[config.mk]
export PLATFORM = sky130hd
export DESIGN_NAME = chirq_unit
export DESIGN_NICKNAME = d
export VERILOG_FILES = /design/src/rtl/chirq_pkg.sv /design/src/rtl/chirq_status_slice.sv /design/src/rtl/chirq_mask_reg.sv /design/src/rtl/chirq_read_mux.sv /design/src/rtl/chirq_unit.sv
export SDC_FILE = /design/constraint.sdc
export NUM_CORES = 1
export LEC_CHECK = 0
export BUFFER_PORTS_ARGS = -buffer_cell sky130_fd_sc_hd__buf_2
export CAP_MARGIN = 20
export CORE_MARGIN = 1.5
export CORE_UTILIZATION = 47
export CTS_CLUSTER_SIZE = 14
export DETAILED_ROUTE_END_ITERATION = 8
export HOLD_SLACK_MARGIN = 0.05
export MAX_ROUTING_LAYER = met4
export PLACE_DENSITY = 0.95
export SLEW_MARGIN = 20
export SYNTH_ARGS = -nofsm -noshare
export SYNTH_HDL_FRONTEND = slang
export SYNTH_SLANG_ARGS = --single-unit
[constraint.sdc]
create_clock -name clk_i -period 3.03 [get_ports clk_i]
set_input_delay 0.606 -clock clk_i [delete_from_list [all_inputs] [get_ports clk_i]]
set_output_delay 0.606 -clock clk_i [all_outputs]
set_load 0.01 [all_outputs]
[src/rtl/chirq_pkg.sv]
`timescale 1ns/1ps
package chirq_pkg;
   // register byte offsets decoded by software
   localparam int unsigned OFS_STATUS = 32'h08;
   localparam int unsigned OFS_MASKED = 32'h0C;
   localparam int unsigned OFS_MASK   = 32'h10;

   // bit map of the implemented status bits
   function automatic logic [31:0] impl_bits(int unsigned n_ch, int unsigned slice_w,
                                             int unsigned n_evt);
      logic [31:0] m;
      m = '0;
      for (int unsigned c = 0; c < n_ch; c++)
         for (int unsigned e = 0; e < n_evt; e++)
            m[c*slice_w + e] = 1'b1;
      return m;
   endfunction
endpackage

[src/rtl/chirq_status_slice.sv]
`timescale 1ns/1ps
module chirq_status_slice #(
   parameter int unsigned N_EVT = 5
) (
   input  logic             clk_i,
   input  logic             rst_ni,
   input  logic [N_EVT-1:0] set_i,
   input  logic [N_EVT-1:0] clr_i,
   output logic [N_EVT-1:0] status_o
);
   logic [N_EVT-1:0] status_q;

   always_ff @(posedge clk_i or negedge rst_ni) begin
      if (!rst_ni) status_q <= '0;
      else         status_q <= (status_q & ~clr_i) | set_i;
   end

   assign status_o = status_q;


   set_wins_chk: assert property (@(posedge clk_i) disable iff (!rst_ni)
      (set_i != '0) |=> ((status_q & $past(set_i)) == $past(set_i)));


   clr_takes_chk: assert property (@(posedge clk_i) disable iff (!rst_ni)
      ((clr_i & ~set_i) != '0) |=> ((status_q & $past(clr_i & ~set_i)) == '0));
endmodule

[src/rtl/chirq_mask_reg.sv]
`timescale 1ns/1ps
module chirq_mask_reg #(
   parameter int unsigned DATA_W = 32,
   parameter logic [DATA_W-1:0] IMPL = '1
) (
   input  logic              clk_i,
   input  logic              rst_ni,
   input  logic              wr_i,
   input  logic [DATA_W-1:0] wdata_i,
   output logic [DATA_W-1:0] mask_o
);
   logic [DATA_W-1:0] mask_q;

   always_ff @(posedge clk_i or negedge rst_ni) begin
      if (!rst_ni)   mask_q <= '0;
      else if (wr_i) mask_q <= wdata_i & IMPL;
   end

   assign mask_o = mask_q;


   mask_load_chk: assert property (@(posedge clk_i) disable iff (!rst_ni)
      wr_i |=> (mask_q == $past(wdata_i & IMPL)));
endmodule

[src/rtl/chirq_read_mux.sv]
`timescale 1ns/1ps
module chirq_read_mux
   import chirq_pkg::*;
#(
   parameter int unsigned ADDR_W = 8,
   parameter int unsigned DATA_W = 32
) (
   input  logic [ADDR_W-1:0] addr_i,
   input  logic [DATA_W-1:0] status_i,
   input  logic [DATA_W-1:0] masked_i,
   input  logic [DATA_W-1:0] mask_i,
   output logic [DATA_W-1:0] rdata_o
);
   always_comb begin
      rdata_o = '0;
      if (addr_i == ADDR_W'(OFS_STATUS))      rdata_o = status_i;
      else if (addr_i == ADDR_W'(OFS_MASKED)) rdata_o = masked_i;
      else if (addr_i == ADDR_W'(OFS_MASK))   rdata_o = mask_i;
   end
endmodule

[src/rtl/chirq_unit.sv]
`timescale 1ns/1ps
module chirq_unit
   import chirq_pkg::*;
#(
   parameter int unsigned N_CH    = 2,
   parameter int unsigned SLICE_W = 8,
   parameter int unsigned N_EVT   = 5,
   parameter int unsigned ADDR_W  = 8,
   parameter int unsigned DATA_W  = 32
) (
   input  logic                   clk_i,
   input  logic                   rst_ni,
   input  logic [N_CH*N_EVT-1:0]  evt_pulse_i,
   input  logic [ADDR_W-1:0]      reg_addr_i,
   input  logic                   reg_wr_i,
   input  logic [DATA_W-1:0]      reg_wdata_i,
   output logic [DATA_W-1:0]      reg_rdata_o,
   output logic                   irq_o
);
   localparam logic [DATA_W-1:0] IMPL = DATA_W'(impl_bits(N_CH, SLICE_W, N_EVT));

   logic              wr_status, wr_mask;
   logic [N_EVT-1:0]  slice_st [N_CH];
   logic [DATA_W-1:0] status_w, mask_w, masked_w;
   logic              irq_q;

   assign wr_status = reg_wr_i && (reg_addr_i == ADDR_W'(OFS_STATUS));
   assign wr_mask   = reg_wr_i && (reg_addr_i == ADDR_W'(OFS_MASK));

   for (genvar c = 0; c < N_CH; c++) begin : g_ch
      chirq_status_slice #(.N_EVT(N_EVT)) slice_i (
         .clk_i   (clk_i),
         .rst_ni  (rst_ni),
         .set_i   (evt_pulse_i[c*N_EVT +: N_EVT]),
         .clr_i   (wr_status ? reg_wdata_i[c*SLICE_W +: N_EVT] : '0),
         .status_o(slice_st[c])
      );
   end

   always_comb begin
      status_w = '0;
      for (int c = 0; c < N_CH; c++)
         status_w[c*SLICE_W +: N_EVT] = slice_st[c];
   end

   chirq_mask_reg #(.DATA_W(DATA_W), .IMPL(IMPL)) mask_i (
      .clk_i  (clk_i),
      .rst_ni (rst_ni),
      .wr_i   (wr_mask),
      .wdata_i(reg_wdata_i),
      .mask_o (mask_w)
   );

   assign masked_w = status_w & mask_w;

   always_ff @(posedge clk_i or negedge rst_ni) begin
      if (!rst_ni) irq_q <= 1'b0;
      else         irq_q <= |masked_w;
   end
   assign irq_o = irq_q;

   chirq_read_mux #(.ADDR_W(ADDR_W), .DATA_W(DATA_W)) rmux_i (
      .addr_i  (reg_addr_i),
      .status_i(status_w),
      .masked_i(masked_w),
      .mask_i  (mask_w),
      .rdata_o (reg_rdata_o)
   );


   irq_follow_chk: assert property (@(posedge clk_i) disable iff (!rst_ni)
      rst_ni |=> (irq_o == $past(|(status_w & mask_w))));


   irq_quiet_chk: assert property (@(posedge clk_i) disable iff (!rst_ni)
      (mask_w == '0) |=> !irq_o);
endmodule

==> summary.txt <==
Clocking
  – Post-CTS resize count: 0
  – TritonCTS Buffers: 3
  – CTS Hold Buffers Added: 0
  – CTS sink count: 21
  – Clk_lat worst skew: around 300 ps
  – Root Driver: clkbuf_4
  – Post-CTS Setup Repair Bufs: 0
  – Clock transition at path regs: approximately 110 ps
  – Clock Path Buffers: 2
  – Htree depth: 1
  – CTS tree: built

Power and ir drop
  – Pwr/cell area: 332 nW/um2
  – LEAKAGE: 0.735 nW
  – Peak VDD IR: 231 uV

Yosys
  – Synth area leader: dfrtp_1
  – Ranking of synthesized cells by area: dfrtp_1, buf_4, mux2_4, a21o_1, nand3b_1
  – Mean Syn Cell Area: 9.92 um2
  – Synth Warn #: 0
  – Synth Area in Compound Gates: 0.160
  – Sequential share of the synthesized area: 0.363
  – Gate Count Post-Synth: 146
  – Largest family of logic cells by synthesized area: simple AND/OR/NAND/NOR gates
  – Simple-Gate Fraction of Synth Area: 0.222
  – Mux cell area share after synthesis: 0.104
  – Yosys reg bits: 21
  – Synthesized area: approximately 1400 um2
  – Adder-cell share of the synthesized area: 0
  – Synth cell types: 23
  – Xor/xnor share of the synthesized area: 0
  – Share of Yosys cell area claimed by the top area cell type: 0.363

Worst setup path
  – CP endpoint kind: output pin
  – CP arrival: 1780 ps
  – Critical Path RT: 2420 ps
  – Crit Path Max Fanout: 21
  – Startpoint Class: input pin
  – CP Class: input pin to output pin

Route
  – DR pass1 iterations: 4
  – Detailed Route WL: approximately 3300 um
  – Vias after detailed routing: 1,242
  – Detailed Route Iter0 Violations: 21
  – Routed vias/inst: 5.75
  – Post-route ant nets: 0
  – Routed length per placed instance: 15.3 um
  – DRC viols: 0

Global routing
  – Vias in the first global route: ~1,100
  – Pin count of the biggest net entering global routing: 22
  – First-pass GRT wire length: between 5000 and 6000 um
  – Initial antenna violation count: 0
  – GRT overflow: 0
  – Tot GR Track Use: 0.206

Floorplan
  – DIE WIDTH: 58.5 um
  – Die H: 58.5 um
  – I/O Pins: 86
  – Initial core utilization: 0.512
  – Core ar.: ~2800 um2
  – Die ar.: 3420 um2
  – Placement Rows: 19

Placement
  – Number of port buffers: 41
  – Pre-CTS WS: 686 ps
  – DP HPWL: 2330 um
  – RD Place Congestion: a little over 0.8

Cells and area
  – Commonest non-fill, non-tap cell in the layout: buf_2
  – Share of cells above drive strength 1: 0.330
  – Fill count: roughly 280
  – Commonest non-fill, non-tap cells in the layout: buf_2, conb_1, dfrtp_1
  – # nets final: 239
  – Synth-to-layout area growth: 11.7%
  – Antenna diodes: 0

STA
  – Clock Skews: 3.42 ps
  – TNS Setup: 0 ps
  – Fin. Hold Viols: 0
  – Final Worst Setup Slack: 645 ps
  – Crit share post-route: 0.787
  – RSZ-0062 raised after global routing: false
  – Finish-stage setup viols: 0
  – Fmax: 419 MHz
  – Slew Limit Fails: 0
  – Minimum clock period: ~2400 ps

Hold path
  – Min-Delay Path Class: input pin to asynchronous set/reset pin

Job
  – Max Cap Violations: 0

Status
  – Outcome: finished clean
[cells in the mapped netlist]
| cell | instances |
|---|---|
| a31oi_1 | 1 |
| nor3_2 | 1 |
| nor2_1 | 2 |
| nand3_1 | 10 |
| a21oi_1 | 9 |
| a21o_1 | 19 |
| nand4b_1 | 1 |
| buf_6 | 1 |
| dfrtp_1 | 21 |
| clkbuf_1 | 4 |
| mux2_4 | 10 |
| a22oi_1 | 5 |
| nand3b_1 | 18 |
| nor4b_2 | 1 |
| nand2_1 | 1 |
| and3_1 | 1 |
| conb_1 | 1 |
| nand2b_1 | 1 |
| buf_4 | 22 |
| nor4bb_1 | 1 |
| nand4_1 | 10 |
| nor2b_1 | 1 |
| buf_2 | 5 |
[critical path, cell delays in order]
cell,delay [ps]
buf_2,280
nor2b_1,240
buf_4,240
nand3_1,90
a21oi_1,160
buf_2,160
[power breakdown]
| group | leakage [nW] | total (W) | internal [W] | switching (W) |
|---|---|---|---|---|
| combinational | 0.482 | 0.000105 | 0.0000461 | 0.0000585 |
| sequential | 0.238 | 0.000300 | 0.000291 | 0.00000892 |
| clock | 0.0150 | 0.000134 | 0.0000512 | 0.0000827 |
| total | 0.735 | 0.000538 | 0.000388 | 0.000150 |
[metal layers]
metal,track usage,part of all wire,routed length (um),up-vias
met5,-,0,0,-
met4,0.0565,0.0036,12,0
met3,0.0352,0.077,255,2
met2,0.323,0.50,1650,63
met1,0.276,0.42,1380,603
li1,-,-,-,574
[sequential cells by signal (all words and copies together) (netlist names)]
register,cells
g_ch.slice_i.status_o,10
irq_o,1
mask_i.mask_o,10
[area by class of cell]
type                    count  area, um2  area share
flip-flops and latches     21        526       0.325
well taps                  31       38.8      0.0240
repair buffers             46        243       0.150
multi-input cells         114        786       0.485
clock buffers               4       26.3      0.0162
[metrics by stage]
step                area (um2)  instances  hold WS (ps)  utilization  power (W)
floorplan                 1530        167           310            -   0.000385
global placement          1590        212           510        0.563   0.000405
detailed placement        1590        212           523        0.563   0.000408
CTS                       1620        216           257        0.572   0.000542
global route              1620        216           253        0.572   0.000568
finish                    1620        216           245        0.572   0.000538
[cells by family after synthesis]
family                 Yosys count
multiplexers                    10
other                            1
AO/OA/AOI/OAI                   34
AND/OR/NAND/NOR                 48
buffers and inverters           32
flip-flops                      21
[path summary, 6_finish.rpt]
check | start | endpoint | slack (ps) | cells past startpoint
max in group asynchronous | rst_ni | g_ch[0].slice_i.status_o[1] | 2460 | 1
hold / removal | rst_ni | mask_i.mask_o[0] | 240 | 1
min in group clk_i | evt_pulse_i[5] | g_ch[1].slice_i.status_o[0] | 470 | 2
setup / recovery | reg_addr_i[3] | reg_rdata_o[8] | 650 | 6
setup reg to reg | mask_i.mask_o[10] | irq_o | 2050 | 3
hold reg to reg | g_ch[1].slice_i.status_o[3] | g_ch[1].slice_i.status_o[3] | 550 | 1
No activity file was read; power rests on OpenSTA's default activity.
